### config.mk
export PLATFORM = sky130hd
export DESIGN_NAME = lat_scoreboard
export DESIGN_NICKNAME = d
export VERILOG_FILES = /design/src/rtl/lat_scoreboard.sv
export SDC_FILE = /design/constraint.sdc
export NUM_CORES = 1
export LEC_CHECK = 0
export CORE_AREA = 2 2 299 301
export CTS_BUF_LIST = sky130_fd_sc_hd__clkbuf_4 sky130_fd_sc_hd__clkbuf_8 sky130_fd_sc_hd__clkbuf_16
export DETAILED_ROUTE_END_ITERATION = 7
export DIE_AREA = 0 0 301 303
export PLACE_DENSITY = 0.52
export SYNTH_ARGS = -nofsm -noshare
export SYNTH_HDL_FRONTEND = slang
export SYNTH_SLANG_ARGS = --single-unit
### constraint.sdc
create_clock -name clk -period 3 [get_ports clk]
set_input_delay 0.45 -clock clk [delete_from_list [all_inputs] [get_ports clk]]
set_output_delay 0.45 -clock clk [all_outputs]
set_load 0.01 [all_outputs]
### src/rtl/lat_scoreboard.sv
`timescale 1ns/1ps
module lat_scoreboard #(
  parameter int NSRC = 2,
  parameter int IW   = 6,
  parameter int CW   = 3
) (
  input  logic               clk,
  input  logic               rst_n,
  input  logic               iss_valid,
  input  logic [2:0]         iss_cls,
  input  logic [IW-1:0]      iss_dst,
  input  logic [NSRC*IW-1:0] cand_src,
  input  logic [NSRC*3-1:0]  cand_use,
  input  logic               cand_is_mul,
  input  logic               cand_mem_dep,
  output logic               stall
);
  localparam int NREG = 34;
  localparam int HI   = 32;
  localparam int LO   = 33;
  localparam int NUSE = 4;
  localparam int MEMW = 5;

  localparam logic [2:0] C_ALU = 3'd1, C_LD = 3'd2, C_M32 = 3'd3, C_M64 = 3'd4,
                         C_MT = 3'd5, C_FX = 3'd6, C_ST = 3'd7;

  logic [CW-1:0] cnt [NREG][NUSE];
  logic [CW-1:0] memc;
  logic          mblk;
  logic [NREG-1:0] wr;

  function automatic logic [3:0] lat(input logic [2:0] c, input int u, input bit is_hi);
    bit mem_use;
    mem_use = (u == 1) || (u == 2);
    case (c)
      C_ALU:   lat = (u == 1) ? 4'd5 : 4'd1;
      C_LD:    lat = (u == 1) ? 4'd3 : (u == 2) ? 4'd0 : 4'd1;
      C_M32:   lat = mem_use ? 4'd7 : 4'd3;
      C_M64:   lat = mem_use ? 4'd7 : (is_hi ? 4'd4 : 4'd3);
      C_MT:    lat = (u == 0) ? 4'd3 : 4'd4;
      C_FX:    lat = 4'd1;
      default: lat = 4'd0;
    endcase
  endfunction

  always_comb begin
    wr = '0;
    if (iss_valid) begin
      for (int r = 1; r < NREG; r++) begin
        case (iss_cls)
          C_ALU, C_LD, C_FX: wr[r] = (int'(iss_dst) == r) && (r < HI);
          C_M32, C_M64:      wr[r] = (r == HI) || (r == LO);
          C_MT:              wr[r] = (int'(iss_dst) == r) && (r >= HI);
          default:           wr[r] = 1'b0;
        endcase
      end
    end
  end

  always_ff @(posedge clk) begin
    if (!rst_n) begin
      for (int r = 0; r < NREG; r++)
        for (int u = 0; u < NUSE; u++) cnt[r][u] <= '0;
      memc <= '0;
      mblk <= 1'b0;
    end else begin
      for (int r = 0; r < NREG; r++)
        for (int u = 0; u < NUSE; u++) begin
          if (wr[r]) begin
            logic [3:0] l;
            l = lat(iss_cls, u, r == HI);
            cnt[r][u] <= (l == 4'd0) ? '0 : CW'(l - 4'd1);
          end else if (cnt[r][u] != '0) begin
            cnt[r][u] <= cnt[r][u] - 1'b1;
          end
        end
      if (iss_valid && iss_cls == C_ST) memc <= CW'(MEMW - 1);
      else if (memc != '0)              memc <= memc - 1'b1;
      mblk <= iss_valid && iss_cls == C_M64;
    end
  end

  logic src_hz;
  logic any_use;
  always_comb begin
    src_hz  = 1'b0;
    any_use = 1'b0;
    for (int s = 0; s < NSRC; s++) begin
      logic [IW-1:0] idx;
      logic [2:0]    uc;
      idx = cand_src[s*IW +: IW];
      uc  = cand_use[s*3 +: 3];
      if (uc != 3'd0) any_use = 1'b1;
      if (uc >= 3'd1 && uc <= 3'd4 && int'(idx) < NREG)
        if (cnt[int'(idx)][int'(uc) - 1] != '0) src_hz = 1'b1;
    end
  end

  assign stall = src_hz || (cand_mem_dep && memc != '0) || (cand_is_mul && mblk);

  assert_mul_block_R5: assert property (@(posedge clk) disable iff (!rst_n)
    (iss_valid && iss_cls == C_M64) |=> (!cand_is_mul || stall));
  assert_store_window_R8: assert property (@(posedge clk) disable iff (!rst_n)
    (iss_valid && iss_cls == C_ST) |=> (!cand_mem_dep || stall));
  assert_mem_decay_R8: assert property (@(posedge clk) disable iff (!rst_n)
    (!(iss_valid && iss_cls == C_ST) && memc != '0) |=> (memc == $past(memc) - 1'b1));
  assert_r0_untracked_R9: assert property (@(posedge clk) disable iff (!rst_n)
    (iss_valid && iss_dst == '0 && iss_cls != C_MT) |=> (cnt[0][0] == '0 && cnt[0][1] == '0));
  assert_idle_no_stall_R11: assert property (@(posedge clk) disable iff (!rst_n)
    (!any_use && !cand_is_mul && !cand_mem_dep) |-> !stall);
  assert_hi_decay_R10: assert property (@(posedge clk) disable iff (!rst_n)
    (!wr[HI] && cnt[HI][1] != '0) |=> (cnt[HI][1] == $past(cnt[HI][1]) - 1'b1));
endmodule

==> flow_summary.html <==
<table>
<tr><th>Metric</th><th>Value</th></tr>
<tr><th colspan="2">Run status</th></tr>
<tr><td>Result of the run</td><td>complete, but fails checks</td></tr>
<tr><td>Failing checks</td><td>setup timing</td></tr>
<tr><th colspan="2">Global routing</th></tr>
<tr><td>Global-route wire length before repair</td><td>121 mm</td></tr>
<tr><td>GR Util met3</td><td>2.76%</td></tr>
<tr><td>Residual overflow from global routing</td><td>0</td></tr>
<tr><td>Number of global-route vias before repair</td><td>20,885</td></tr>
<tr><td>GR Util All Layers</td><td>17.4%</td></tr>
<tr><td>Maximum number of pins on one net before global-route repair</td><td>33</td></tr>
<tr><td>Initial antenna violation count</td><td>5</td></tr>
<tr><td>Peak-usage layer in the global routing report</td><td>met2</td></tr>
<tr><td>Global routing usage on met2</td><td>28.0%</td></tr>
<tr><td>GRT met1 Usage</td><td>23.9%</td></tr>
<tr><th colspan="2">Layout</th></tr>
<tr><td>Final net count</td><td>3,400</td></tr>
<tr><td>Post-Layout Inst Area</td><td>33,400 um^2</td></tr>
<tr><td>Relative area change from synthesis to final layout</td><td>27.3%</td></tr>
<tr><td>Share of layout cells above drive strength 1</td><td>21.4%</td></tr>
<tr><td>Final Non-Filler Cells</td><td>4,290</td></tr>
<tr><th colspan="2">Yosys</th></tr>
<tr><td>Post-synth ARST share</td><td>0%</td></tr>
<tr><td>FF+latch count, synth</td><td>412</td></tr>
<tr><td>Count of yosys warnings during synthesis</td><td>0</td></tr>
<tr><td>Nets in the synthesized netlist</td><td>2,915</td></tr>
<tr><td>Average cell area after synthesis</td><td>10.1 um^2</td></tr>
<tr><td>Cell Area, Synth</td><td>26,300 um^2</td></tr>
<tr><td>Main synth FF type</td><td>sky130_fd_sc_hd__edfxtp_1</td></tr>
<tr><td>Sequential cell area fraction in the yosys report</td><td>47.0%</td></tr>
<tr><td>Post-synthesis instance total</td><td>2,599</td></tr>
<tr><td>Number of synthesized flops with an enable pin</td><td>408</td></tr>
<tr><td>Distinct cell type count of the synthesized netlist</td><td>70</td></tr>
<tr><th colspan="2">CTS</th></tr>
<tr><td>Total clock buffers created by CTS</td><td>50</td></tr>
<tr><td>Sink Count</td><td>412</td></tr>
<tr><td>Clock tree from TritonCTS</td><td>built</td></tr>
<tr><td>Cts-stage hold buffer count</td><td>0</td></tr>
<tr><td>CTS H-tree lvls</td><td>2</td></tr>
<tr><td>Root Buffer</td><td>sky130_fd_sc_hd__clkbuf_16</td></tr>
<tr><td>CTS clk-pin slew, worst paths</td><td>0.07 ns</td></tr>
<tr><td>Maximum buffer depth of the clock tree</td><td>3</td></tr>
<tr><td>Later-pin clock latency in the skew report</td><td>0.61 ns</td></tr>
<tr><th colspan="2">Pwr</th></tr>
<tr><td>Pint</td><td>20,800 uW</td></tr>
<tr><td>Total Power</td><td>33,000 uW</td></tr>
<tr><td>Reg power frac</td><td>34.8%</td></tr>
<tr><td>Comb power frac</td><td>46.3%</td></tr>
<tr><td>Power density over cell area</td><td>988 nW/um^2</td></tr>
<tr><td>Peak supply drop</td><td>0.498 mV</td></tr>
<tr><td>Leakage Power</td><td>0.0139 uW</td></tr>
<tr><td>Switching power as a share of total power</td><td>36.9%</td></tr>
<tr><td>Net switching power</td><td>12,200 uW</td></tr>
<tr><td>Clock power share</td><td>18.9%</td></tr>
<tr><th colspan="2">Routing</th></tr>
<tr><td>Average vias per placed instance</td><td>4.95</td></tr>
<tr><td>Iteration-0 DRC count of the detailed router</td><td>1,568</td></tr>
<tr><td>Total vias in the final route</td><td>21,245</td></tr>
<tr><td>Detailed Route WL</td><td>79.3 mm</td></tr>
<tr><td>Final routed DRC violation total</td><td>0</td></tr>
<tr><td>Detail Route Antenna Nets</td><td>0</td></tr>
<tr><td>First-pass iteration count of the detailed router</td><td>5</td></tr>
<tr><td>Wirelength per Cell</td><td>18.5 um</td></tr>
<tr><th colspan="2">STA</th></tr>
<tr><td>Worst setup skew after layout</td><td>0.0217 ns</td></tr>
<tr><td>Count of endpoints failing setup in the final report</td><td>1</td></tr>
<tr><td>Measured slew at the worst slew-check pin</td><td>0.597 ns</td></tr>
<tr><td>RSZ-0062 raised after global routing</td><td>yes</td></tr>
<tr><td>Number of hold violations in the final report</td><td>0</td></tr>
<tr><td>Least setup slack across all paths after layout</td><td>-0.471 ns</td></tr>
<tr><td>Total count of max-transition violations in the final report</td><td>0</td></tr>
<tr><td>Fin crit period</td><td>3.47 ns</td></tr>
<tr><td>Ratio of final minimum period to clock period</td><td>116%</td></tr>
<tr><td>Worst slew margin relative to its limit</td><td>59.2%</td></tr>
<tr><td>Peak clock frequency supported by timing</td><td>288 MHz</td></tr>
<tr><td>Worst hold slack</td><td>0.417 ns</td></tr>
<tr><th colspan="2">Floorplan</th></tr>
<tr><td>Area enclosed by the die boundary</td><td>91,200 um^2</td></tr>
<tr><td>DIE HEIGHT</td><td>303 um</td></tr>
<tr><td>Placement row count</td><td>109</td></tr>
<tr><td>I/O pin count</td><td>33</td></tr>
<tr><td>Die outline width</td><td>301 um</td></tr>
<tr><td>Initial standard-cell utilization of the core</td><td>29.9%</td></tr>
<tr><td>Area of the core region</td><td>88,000 um^2</td></tr>
<tr><th colspan="2">Worst setup path</th></tr>
<tr><td>End of the worst register-to-register path</td><td>cnt[32][2]$_DFFE_PP_</td></tr>
<tr><td>Reg-to-reg critical path startpoint</td><td>cnt[32][0]$_DFFE_PP_</td></tr>
<tr><td>Setup CP Type</td><td>reg2out</td></tr>
<tr><td>CP startpoint kind</td><td>register</td></tr>
<tr><td>Critical path data required time</td><td>2.55 ns</td></tr>
<tr><td>CP arrival</td><td>3.02 ns</td></tr>
<tr><td>Critical path capture point type</td><td>output port</td></tr>
<tr><td>Logic depth of the worst register-to-register path</td><td>5</td></tr>
<tr><td>Maximum fanout count along the critical path</td><td>2</td></tr>
<tr><td>Slack of the worst reg-to-reg path</td><td>1.36 ns</td></tr>
<tr><th colspan="2">Placed design</th></tr>
<tr><td>Port buffer count</td><td>32</td></tr>
<tr><td>Placement-stage cell area</td><td>31,500 um^2</td></tr>
<tr><td>GPL Wtd Cong</td><td>0.927</td></tr>
<tr><td>Instance count after placement with tap cells included</td><td>4,192</td></tr>
<tr><td>Placed wire-length estimate after detailed placement</td><td>63.1 mm</td></tr>
<tr><th colspan="2">Min path</th></tr>
<tr><td>WHS Endpoint</td><td>cnt[25][7]$_SDFFCE_PN0P_</td></tr>
<tr><td>Class of the tightest hold or removal check</td><td>in2reg</td></tr>
<tr><td>Startpoint of the tightest hold check path</td><td>rst_n</td></tr>
<tr><td>Cells on Worst Hold Path</td><td>2</td></tr>
<tr><th colspan="2">Run</th></tr>
<tr><td>Number of violations of the max-capacitance limit</td><td>0</td></tr>
</table>
[cells by family after synthesis]
kind of cell / synth area share [%]
compound gates: 8.30
buf+inv: 7.75
flops: 47.0
xor+xnor: 0.0334
fa+ha+maj: 13.5
simple gates: 18.5
mux: 4.93
[cell type report]
| class | count | area, um^2 |
|---|---|---|
| Sequential cell | 412 | 12300 |
| Fill cell | 8754 | 54500 |
| Tap cell | 1165 | 1460 |
| Clock inverter | 28 | 288 |
| Timing Repair Buffer | 524 | 4280 |
| Clock buffer | 64 | 1370 |
| Antenna cell | 1 | 2.50 |
| Multi-Input combinational cell | 1673 | 12100 |
| Inverter | 423 | 1590 |
[routing by layer]
| metal | share of wire, % | up-vias |
|---|---|---|
| li1 | - | 10448 |
| met2 | 45 | 563 |
| met4 | 3.1 | 4 |
| met3 | 6.4 | 119 |
| met5 | 0.025 | - |
| met1 | 45 | 10111 |
[state kept, by name, indices dropped and copies added, names as in the netlist]
register  count
memc          3
mblk          1
cnt         408
[cells in the mapped netlist (6+ instances only)]
library cell / instances / area [um^2]
sky130_fd_sc_hd__a31oi_1: 25 / 156
sky130_fd_sc_hd__a211oi_1: 31 / 233
sky130_fd_sc_hd__nand2b_1: 16 / 100
sky130_fd_sc_hd__and3_1: 6 / 37.5
sky130_fd_sc_hd__buf_4: 8 / 60.1
sky130_fd_sc_hd__o31ai_1: 6 / 45.0
sky130_fd_sc_hd__nor4_1: 55 / 344
sky130_fd_sc_hd__a2111oi_0: 6 / 52.6
sky130_fd_sc_hd__nand2_1: 211 / 792
sky130_fd_sc_hd__or4_1: 6 / 45.0
sky130_fd_sc_hd__a311oi_1: 13 / 114
sky130_fd_sc_hd__nor2_1: 144 / 541
sky130_fd_sc_hd__mux4_2: 39 / 878
sky130_fd_sc_hd__nand4_1: 6 / 37.5
sky130_fd_sc_hd__o221ai_1: 7 / 61.3
sky130_fd_sc_hd__o22ai_1: 11 / 68.8
sky130_fd_sc_hd__buf_2: 27 / 135
sky130_fd_sc_hd__o211ai_1: 6 / 45.0
sky130_fd_sc_hd__o311ai_0: 6 / 52.6
sky130_fd_sc_hd__clkbuf_1: 47 / 176
sky130_fd_sc_hd__o21a_1: 38 / 285
sky130_fd_sc_hd__edfxtp_1: 408 / 12300
sky130_fd_sc_hd__and2_1: 32 / 200
sky130_fd_sc_hd__nor2b_1: 23 / 144
sky130_fd_sc_hd__nor3_1: 425 / 2130
sky130_fd_sc_hd__nor4b_1: 10 / 87.6
sky130_fd_sc_hd__o21ai_0: 54 / 270
sky130_fd_sc_hd__a41oi_1: 9 / 78.8
sky130_fd_sc_hd__nand3_1: 33 / 165
sky130_fd_sc_hd__o21ai_1: 9 / 45.0
sky130_fd_sc_hd__nor3b_1: 10 / 75.1
sky130_fd_sc_hd__ha_1: 284 / 3550
sky130_fd_sc_hd__inv_1: 422 / 1580
sky130_fd_sc_hd__a211o_1: 7 / 61.3
sky130_fd_sc_hd__a21oi_1: 44 / 220
sky130_fd_sc_hd__mux2i_1: 28 / 280
[cells in the final DEF (no fill, tap or decap), types with 13 or more instances in the layout]
cell type / count
sky130_fd_sc_hd__buf_4: 471
sky130_fd_sc_hd__inv_1: 422
sky130_fd_sc_hd__nor3_1: 412
sky130_fd_sc_hd__edfxtp_1: 408
sky130_fd_sc_hd__ha_1: 284
sky130_fd_sc_hd__nand2_1: 211
sky130_fd_sc_hd__nor2_1: 144
sky130_fd_sc_hd__o21ai_0: 53
sky130_fd_sc_hd__clkbuf_16: 51
sky130_fd_sc_hd__nor4_1: 48
sky130_fd_sc_hd__a21oi_1: 42
sky130_fd_sc_hd__mux4_2: 40
sky130_fd_sc_hd__o21a_1: 38
sky130_fd_sc_hd__nand3_1: 33
sky130_fd_sc_hd__and2_1: 32
sky130_fd_sc_hd__a211oi_1: 31
sky130_fd_sc_hd__mux2i_1: 28
sky130_fd_sc_hd__clkdlybuf4s50_1: 26
sky130_fd_sc_hd__a31oi_1: 24
sky130_fd_sc_hd__nor2b_1: 23
sky130_fd_sc_hd__buf_12: 23
sky130_fd_sc_hd__nand2b_1: 16
sky130_fd_sc_hd__nor3_2: 13
sky130_fd_sc_hd__clkbuf_4: 13
[what timing repair did]
| action | CTS | global route |
|---|---|---|
| resized for setup | 12 | 37 |
| buffers inserted | 0 | 5 |
| setup endpoints to repair | 1 | 1 |
| cloned | 0 | 0 |
| pin swaps | 3 | 12 |
| hold endpoints to repair | 0 | 0 |
[power groups by stage]
stage / Combinational, uW / Sequential (uW) / Clock [uW]
floorplan: 8890 / 11200 / 0
global placement: 15000 / 11500 / 0
global route: 17400 / 11800 / 6560
detailed placement: 15100 / 11600 / 0
CTS: 15200 / 11500 / 6410
finish: 15300 / 11500 / 6250
[worst max-delay path, stage by stage, from the launching register on]
cell	delay [ns]
sky130_fd_sc_hd__edfxtp_1	0.36
sky130_fd_sc_hd__nor3_1	0.06
sky130_fd_sc_hd__buf_4	0.15
sky130_fd_sc_hd__mux4_2	0.44
sky130_fd_sc_hd__mux4_2	0.51
sky130_fd_sc_hd__nor4b_4	0.28
sky130_fd_sc_hd__a211o_1	0.14
sky130_fd_sc_hd__o211ai_1	0.08
sky130_fd_sc_hd__nand4_1	0.21
sky130_fd_sc_hd__buf_2	0.18
[through the flow]
stage          setup TNS [ns]  util, %  worst slack (ns)
2_1_floorplan               0        -             0.417
3_3_place_gp            -6.88     35.8            -0.753
3_5_place_dp            -6.48     35.8            -0.790
4_1_cts                -0.597     37.8            -0.597
5_1_grt                -0.551     38.0            -0.551
6_report               -0.471     38.0            -0.471
[worst max path at each step]
| stage | start | end | slack [ns] | depth (start not counted) |
|---|---|---|---|---|
| floorplan | cand_src[7] | stall | 0.42 | 8 |
| detailed placement | cand_src[2] | stall | -0.79 | 10 |
| global placement | cand_src[2] | stall | -0.75 | 10 |
| CTS | cnt[31][0]$_SDFFCE_PN0P_ | stall | -0.60 | 8 |
| global route | cnt[1][4]$_SDFFCE_PN0P_ | stall | -0.55 | 9 |
| finish | cnt[20][1]$_SDFFCE_PN0P_ | stall | -0.47 | 9 |
Note: power is estimated with default switching activity, not from simulation.
